`src/rtl/rpg_pkg.sv`:
```
package rpg_pkg;
   localparam int N_REQ = 2;
   localparam int N_SRC = N_REQ + 1;
   localparam int CHK_RUN_W = 16;
   typedef enum logic [1:0] {
      SRC_PWR  = 2'd0,
      SRC_FAST = 2'd1,
      SRC_SLOW = 2'd2
   } rpg_src_e;
endpackage

```
`src/rtl/rpg_sync.sv`:
```
module rpg_sync #(
   parameter int STAGES  = 2,
   parameter bit RST_VAL = 1'b0
) (
   input  logic clk_i,
   input  logic arst_ni,
   input  logic d_i,
   output logic q_o
);
   logic [STAGES-1:0] shift_q;

   always_ff @(posedge clk_i or negedge arst_ni) begin
      if (!arst_ni) shift_q <= {STAGES{RST_VAL}};
      else          shift_q <= {shift_q[STAGES-2:0], d_i};
   end

   assign q_o = shift_q[STAGES-1];
endmodule

```
`src/rtl/rpg_qual.sv`:
```
module rpg_qual #(
   parameter int QUAL_TICKS = 4
) (
   input  logic clk_i,
   input  logic arst_ni,
   input  logic act_i,
   output logic qual_o
);
   localparam int W = $clog2(QUAL_TICKS + 1);
   localparam logic [W-1:0] LIMIT = W'(QUAL_TICKS);

   logic [W-1:0] run_q;

   always_ff @(posedge clk_i or negedge arst_ni) begin
      if (!arst_ni)            run_q <= '0;
      else if (!act_i)         run_q <= '0;
      else if (run_q != LIMIT) run_q <= run_q + W'(1);
   end

   assign qual_o = (run_q == LIMIT);
endmodule

```
`src/rtl/rpg_hold.sv`:
```
module rpg_hold #(
   parameter int HOLD_TICKS = 24
) (
   input  logic clk_i,
   input  logic arst_ni,
   input  logic act_i,
   output logic busy_o
);
   localparam int W = $clog2(HOLD_TICKS + 1);

   logic [W-1:0] left_q;

   always_ff @(posedge clk_i or negedge arst_ni) begin
      if (!arst_ni)          left_q <= '0;
      else if (act_i)        left_q <= W'(HOLD_TICKS);
      else if (left_q != '0) left_q <= left_q - W'(1);
   end

   assign busy_o = act_i | (left_q != '0);
endmodule

```
`src/rtl/rst_pulse_gen.sv`:
```
module rst_pulse_gen #(
   parameter int SYNC_STAGES     = 2,
   parameter int FAST_QUAL_TICKS = 4,
   parameter int SLOW_QUAL_TICKS = 40,
   parameter int REQ_REL_TICKS   = 24,
   parameter int PF_REC_TICKS    = 32
) (
   input  logic clk_i,
   input  logic arst_ni,
   input  logic pwr_fail_i,
   input  logic req_fast_ni,
   input  logic req_slow_ni,
   output logic rst_oe_o
);
   import rpg_pkg::*;

   // elaboration-time parameter checks
   if (SYNC_STAGES < 2) begin : g_chk_sync
      $error("SYNC_STAGES must be at least 2");
   end
   if (FAST_QUAL_TICKS < 1 || SLOW_QUAL_TICKS < 1) begin : g_chk_qual
      $error("qualification windows must be at least one tick");
   end
   if (FAST_QUAL_TICKS >= SLOW_QUAL_TICKS) begin : g_chk_order
      $error("fast window must be shorter than slow window");
   end
   if (REQ_REL_TICKS < 1 || PF_REC_TICKS < 1) begin : g_chk_hold
      $error("hold periods must be at least one tick");
   end

   logic [N_REQ-1:0] req_n_raw;
   logic [N_REQ-1:0] req_act;
   logic [N_REQ-1:0] qual_vec;
   logic [N_SRC-1:0] busy_vec;
   logic             pf_act;
   logic             oe_q;

   assign req_n_raw = {req_slow_ni, req_fast_ni};

   // power-fail path: synchronize, no width filter, recovery stretch
   rpg_sync #(.STAGES(SYNC_STAGES), .RST_VAL(1'b0)) u_pf_sync (
      .clk_i(clk_i), .arst_ni(arst_ni), .d_i(pwr_fail_i), .q_o(pf_act)
   );
   rpg_hold #(.HOLD_TICKS(PF_REC_TICKS)) u_pf_hold (
      .clk_i(clk_i), .arst_ni(arst_ni), .act_i(pf_act),
      .busy_o(busy_vec[SRC_PWR])
   );

   // request paths: synchronize, width filter, release stretch
   for (genvar g = 0; g < N_REQ; g++) begin : g_req
      localparam int QUAL = (g == 0) ? FAST_QUAL_TICKS : SLOW_QUAL_TICKS;
      logic req_q;

      rpg_sync #(.STAGES(SYNC_STAGES), .RST_VAL(1'b1)) u_sync (
         .clk_i(clk_i), .arst_ni(arst_ni), .d_i(req_n_raw[g]), .q_o(req_q)
      );
      assign req_act[g] = ~req_q;

      rpg_qual #(.QUAL_TICKS(QUAL)) u_qual (
         .clk_i(clk_i), .arst_ni(arst_ni), .act_i(req_act[g]),
         .qual_o(qual_vec[g])
      );
      rpg_hold #(.HOLD_TICKS(REQ_REL_TICKS)) u_hold (
         .clk_i(clk_i), .arst_ni(arst_ni), .act_i(qual_vec[g]),
         .busy_o(busy_vec[g+1])
      );
   end

   always_ff @(posedge clk_i or negedge arst_ni) begin
      if (!arst_ni) oe_q <= 1'b0;
      else          oe_q <= |busy_vec;
   end

   assign rst_oe_o = oe_q;
endmodule

```
`config.mk`:
```
export PLATFORM = sky130hd
export DESIGN_NAME = rst_pulse_gen
export DESIGN_NICKNAME = d
export VERILOG_FILES = /design/src/rtl/rpg_pkg.sv /design/src/rtl/rpg_sync.sv /design/src/rtl/rpg_qual.sv /design/src/rtl/rpg_hold.sv /design/src/rtl/rst_pulse_gen.sv
export SDC_FILE = /design/constraint.sdc
export NUM_CORES = 1
export LEC_CHECK = 0
export BUFFER_PORTS_ARGS = -buffer_cell sky130_fd_sc_hd__buf_2
export CORE_UTILIZATION = 35
export CTS_BUF_LIST = sky130_fd_sc_hd__clkbuf_16
export CTS_CLUSTER_DIAMETER = 120
export DETAILED_ROUTE_END_ITERATION = 6
export PLACE_DENSITY = 0.61
export SYNTH_ARGS = -nofsm -noshare
export SYNTH_HDL_FRONTEND = slang
export SYNTH_SLANG_ARGS = --single-unit
```
`constraint.sdc`:
```
create_clock -name clk_i -period 2.48 [get_ports clk_i]
set_clock_uncertainty 0.05 [all_clocks]
set_input_delay 0.248 -clock clk_i [delete_from_list [all_inputs] [get_ports clk_i]]
set_output_delay 0.248 -clock clk_i [all_outputs]
set_load 0.05 [all_outputs]
```
# After elaboration in Yosys (flattened, before gate mapping)
# Index checks and enable logic that the tools add are counted.
[totals]
elab_cells = 40
reg_bits = 32
[classes]
n_eq_ne = 4
muxes = 10
addsub = 5
n_bitwise = 3
n_reduce_logical = 9
[ops]
columns = ["cell", "n"]
rows = [
  ["$mux W6", 4],
  ["$mux W5", 4],
  ["$reduce_bool A2 Y1", 5],
  ["$reduce_bool A5 Y1", 2],
  ["$sub A5 B1 Y5 const B", 2],
  ["$add A6 B1 Y6 const B", 1],
  ["$eq A6 B6 Y1 const B", 1],
  ["$mux W3", 2],
  ["$ne A6 B6 Y1 const B", 1],
  ["$reduce_bool A6 Y1", 1],
  ["$sub A6 B1 Y6 const B", 1],
  ["$add A3 B1 Y3 const B", 1],
  ["$eq A3 B3 Y1 const B", 1],
  ["$ne A3 B3 Y1 const B", 1],
  ["$or A1 B1 Y1", 3],
  ["$reduce_or A3 Y1", 1],
]

# Depth between registers and ports, before layout
[logic_depth]
word_depth = 3
ltp_mapped = 6

# By module
# Synthesis repeated with hierarchy kept, for this count alone.
[hier_totals]
hier_cells = 143
area_unflattened_um2 = 1554.0
[modules_own_cells]
columns = ["module", "seq_area_each_um2", "cells_per_inst", "area_each_um2", "instances"]
rows = [
  ["rpg_hold (g_req[0].u_hold ...)", 125.1, 25, 257.7, 2],
  ["rpg_hold (u_pf_hold)", 150.1, 33, 350.3, 1],
  ["rpg_qual (g_req[1].u_qual)", 150.1, 33, 322.8, 1],
  ["rpg_qual (g_req[0].u_qual)", 75.1, 17, 171.4, 1],
  ["rpg_sync (g_req[0].u_sync ...)", 52.6, 2, 52.6, 2],
  ["rpg_sync (u_pf_sync)", 50.0, 2, 50.0, 1],
  ["rst_pulse_gen", 25.0, 4, 38.8, 1],
]

# Least setup slack after synthesis
# OpenSTA, ideal clock, no wires.
[synth_path]
path_kind = "register to register"
from = "reg g_req[1].u_hold.left_q[0]"
to = "reg oe_q (netlist: rst_oe_o)"
path_buffers = 1
period_less_slack_ps = 1727
setup_slack_ps = 753
path_stages_with_launch = 7
t_arrival_ps = 1526
t_required_ps = 2279
setup_ps = 151
cell_sequence = "dfrtp_1 inv_1 ha_1 or4b_1 buf_2 a41o_1 nand4b_1"
[synth_between]
elab_chain_len = 3
[synth_rtl]
columns = ["element", "line", "text"]
rows = [
  ["start: declaration", "rpg_hold.sv:11", "logic [W-1:0] left_q;"],
  ["start signal: assignment", "rpg_hold.sv:15", "else if (act_i) left_q <= W'(HOLD_TICKS);"],
  ["start signal: assignment", "rpg_hold.sv:16", "else if (left_q != '0) left_q <= left_q - W'(1);"],
  ["$reduce_bool A5 Y1", "rpg_hold.sv:19", "assign busy_o = act_i | (left_q != '0);"],
  ["$or A1 B1 Y1", "rpg_hold.sv:19", ""],
  ["$reduce_or A3 Y1", "rst_pulse_gen.sv:71", "else oe_q <= |busy_vec;"],
  ["end signal: assignment", "rst_pulse_gen.sv:71", ""],
  ["end: declaration", "rst_pulse_gen.sv:36", "logic oe_q;"],
]
# No other way between the ends.
# A chain may end at the register's enable or synchronous reset.

# Worst setup path in the final report
# Same ends and word-level chain as after synthesis.

==> metrics.txt <==
synth unique cells=39; Crit-path slowest cell=or4b_1; final setup TNS=0 ns; critical path arrival=roughly 1.9 ns; fin crit period=1.86 ns; average wire per standard cell=11.8 um; dpl hpwl=1680 um; startpoint types=flip-flop; cell area after synthesis=approximately 1500 um^2; Max-Cap Viols=0; worst path bufs/invs=1; WS Path Type=flip-flop to flip-flop; cts bufs inserted=5; # IOs=6; GR Overflow Total=0; final worst path period share=75.2%; # fillers=381; post-synth net total=156; initial antenna violation count=0; metal2 WL=approximately 1200 um; CP Max Fanout=6; Register-to-Register Path Depth=5; Core ar.=4090 um^2; Final WS setup=0.615 ns; vias in the first global route=1055; DRC errors left=0; CTS max path bufs=2; Fin. Hold Viols=0; leakage power=around 0.80 nW; cell area power density=960 nW/um^2; DRT Wirelength=between 2000 and 2500 um; port bufs=5; number of vias per cell=5.03; post-synthesis register bit count=32; DRT met1 WL=1100 um; global-route wire length before repair=~4400 um; Die X=67.9 um; Clock Tree Root=clkbuf_16; Rel. slew slack=53.8%; final count of negative-setup-slack endpoints=0; Skew-Pair Late Insertion Delay=0.27 ns; Worst-path clk slew=approximately 0.050 ns; RSZ-0062 raised after global routing=no; CTS tree=yes; Worst Hold Class=primary input to flip-flop; CP cell instances=inv_1 > ha_1 > or4b_1 > a41o_1 > nand4b_1; YS warnings=0; slowest stage delay, CP=0.58 ns; Slew @ Worst Pin=approximately 0.69 ns; status=complete, no violations; Die Y-Extent=a little under 70 um; DR vias=1017; Antenna Cells=0; hold depth=1; clock sink count=32; Crit. End Element=flip-flop; largest net degree at the start of global routing=33; # nets final=164; layout cells sized above 1=around 16%; total track usage=13.5%; Routed Antenna Nets=0; post-synthesis cell count=143; Syn-to-layout area delta=15.9%; Initial Utilization=37.2%; syn_area_per_cell=10.6 um^2; row count=23; initial drt markers=21; WP data required=2.55 ns; cell family with most CP delay=simple AND/OR/NAND/NOR gates; Place WS=between 0.6 and 0.7 ns; sequential share of the synthesized area=53.0%; metal3 WL=72 um; fmax=536 MHz; worst vdd ir=0.000465 V; Pre-antenna DRT Iters=4; final slew viol count=0; CP Depth=5; DR top layer=met4; H-tree depth=2; die area=4610 um^2; RePlAce Congestion=0.802
worst paths after layout:
kind                                                 from                    endpoint  slack (ns)
worst max-delay path            g_req[1].u_hold.left_q[0]                    rst_oe_o        0.62
worst min-delay path                          req_slow_ni  g_req[1].u_sync.shift_q[0]        0.02
worst max register to register  g_req[1].u_hold.left_q[0]                    rst_oe_o        0.62
worst min register to register       u_pf_sync.shift_q[0]        u_pf_sync.shift_q[1]        0.30
max in group asynchronous                         arst_ni    g_req[1].u_qual.run_q[2]        1.43
min in group asynchronous                         arst_ni        u_pf_sync.shift_q[1]        0.50
worst register-to-register path: stages, from the launching register on:
cell and delay [ns]:
dfrtp_1 0.42, inv_1 0.08, ha_1 0.19, or4b_1 0.58
a41o_1 0.25, nand4b_1 0.16
layout make-up:
class | instances | area, um^2 | share of cell area (%)
inverter | 11 | 41.3 | 2.34
timing repair buffer | 6 | 35.0 | 1.99
multi-input combinational | 95 | 649 | 36.9
clock inverter | 3 | 42.5 | 2.41
clock buffer | 5 | 125 | 7.10
tap | 50 | 62.6 | 3.55
sequential | 32 | 806 | 45.7
metal layers:
layer | GRT usage [%] | vias up
li1 | - | 501
met1 | 15.2 | 499
met2 | 21.8 | 13
met3 | 5.00 | 4
met4 | 8.07 | 0
met5 | 0 | -
synthesized netlist by cell type (all sizes together):
cell    count  area, um^2
xnor2       3        26.3
nand4b      1        8.76
nor3        5        25.0
nor4        2        12.5
nor3b       1        7.51
mux2        3        33.8
or3         2        17.5
a211o       2        17.5
nand3       2        10.0
nand2b      7        43.8
a41o        1        10.0
clkbuf      3        11.3
o31ai       2        15.0
and4        1        8.76
o31a        2        18.8
a21o        1        7.51
or4b        2        20.0
inv        11        41.3
mux2i       1        10.0
xor2        2        17.5
dfstp       4         105
nand2      10        37.5
nor4b       2        32.5
or2b        1        7.51
o22ai       3        18.8
o21bai      1        7.51
ha          8         100
and2        1        6.26
a21oi       4        20.0
nand3b      2        15.0
nor2       21        78.8
buf         2        12.5
dfrtp      28         701
a211oi      2        15.0
kinds of logic after synthesis:
| logic type | share of synthesized area (%) |
|---|---|
| AND/OR/NAND/NOR | 21.8 |
| multiplexers | 2.88 |
| adder cells (fa/ha/maj) | 6.58 |
| flip-flops | 53.0 |
| XOR/XNOR | 2.88 |
| AO/OA/AOI/OAI | 8.56 |
| buffers and inverters | 4.28 |
per-stage QoR:
step                      area [um^2]  std cells  hold WS, ns  total power, W  utilization [%]
after CTS                        1760        202       0.0176         0.00172             43.1
after detailed placement         1580        193        0.286         0.00102             38.8
final                            1760        202       0.0242         0.00169             43.1
after global placement           1580        193        0.285        0.000999             38.8
after floorplan                  1520        143      -0.0976        0.000943                -
after global routing             1760        202       0.0139         0.00180             43.1
report_power, final:
group | leakage, nW | internal, W | switching [W]
sequential | 0.400 | 0.000613 | 0.0000837
clock | 0.0798 | 0.000471 | 0.000214
combinational | 0.320 | 0.000160 | 0.000150
total | 0.799 | 0.00124 | 0.000448
registers in the layout, indices dropped and copies added, names as in the netlist:
register and flops:
u_pf_hold.left_q 6, rst_oe_o 1, g_req.u_sync.shift_q 4, u_pf_sync.shift_q 2, g_req.u_qual.run_q 9, g_req.u_hold.left_q 10
repair_timing:
action	4_1_cts	5_1_grt
setup buffers	0	0
resized for setup	0	0
hold buffers	1	0
endpoints found under the hold margin	28	0
placed cells by master, fill, tap and decap left out, types with 2 or more instances in the layout:
cell       netlist  routed
ha_1             8       8
mux2_2           3       3
clkbuf_16        0       5
nor3_1           5       5
xor2_1           2       2
o22ai_1          3       3
a21oi_1          4       4
nor4_1           2       2
dfrtp_1         28      28
nand3_1          2       2
dfstp_2          4       4
a211o_1          2       2
a211oi_1         2       2
nor2_1          21      21
inv_1           11      11
nand3b_1         2       2
o31ai_1          2       2
nand2b_1         7       7
xnor2_1          3       3
nand2_1         10      10
buf_2            1       5
(Power assumes the default switching activity.)
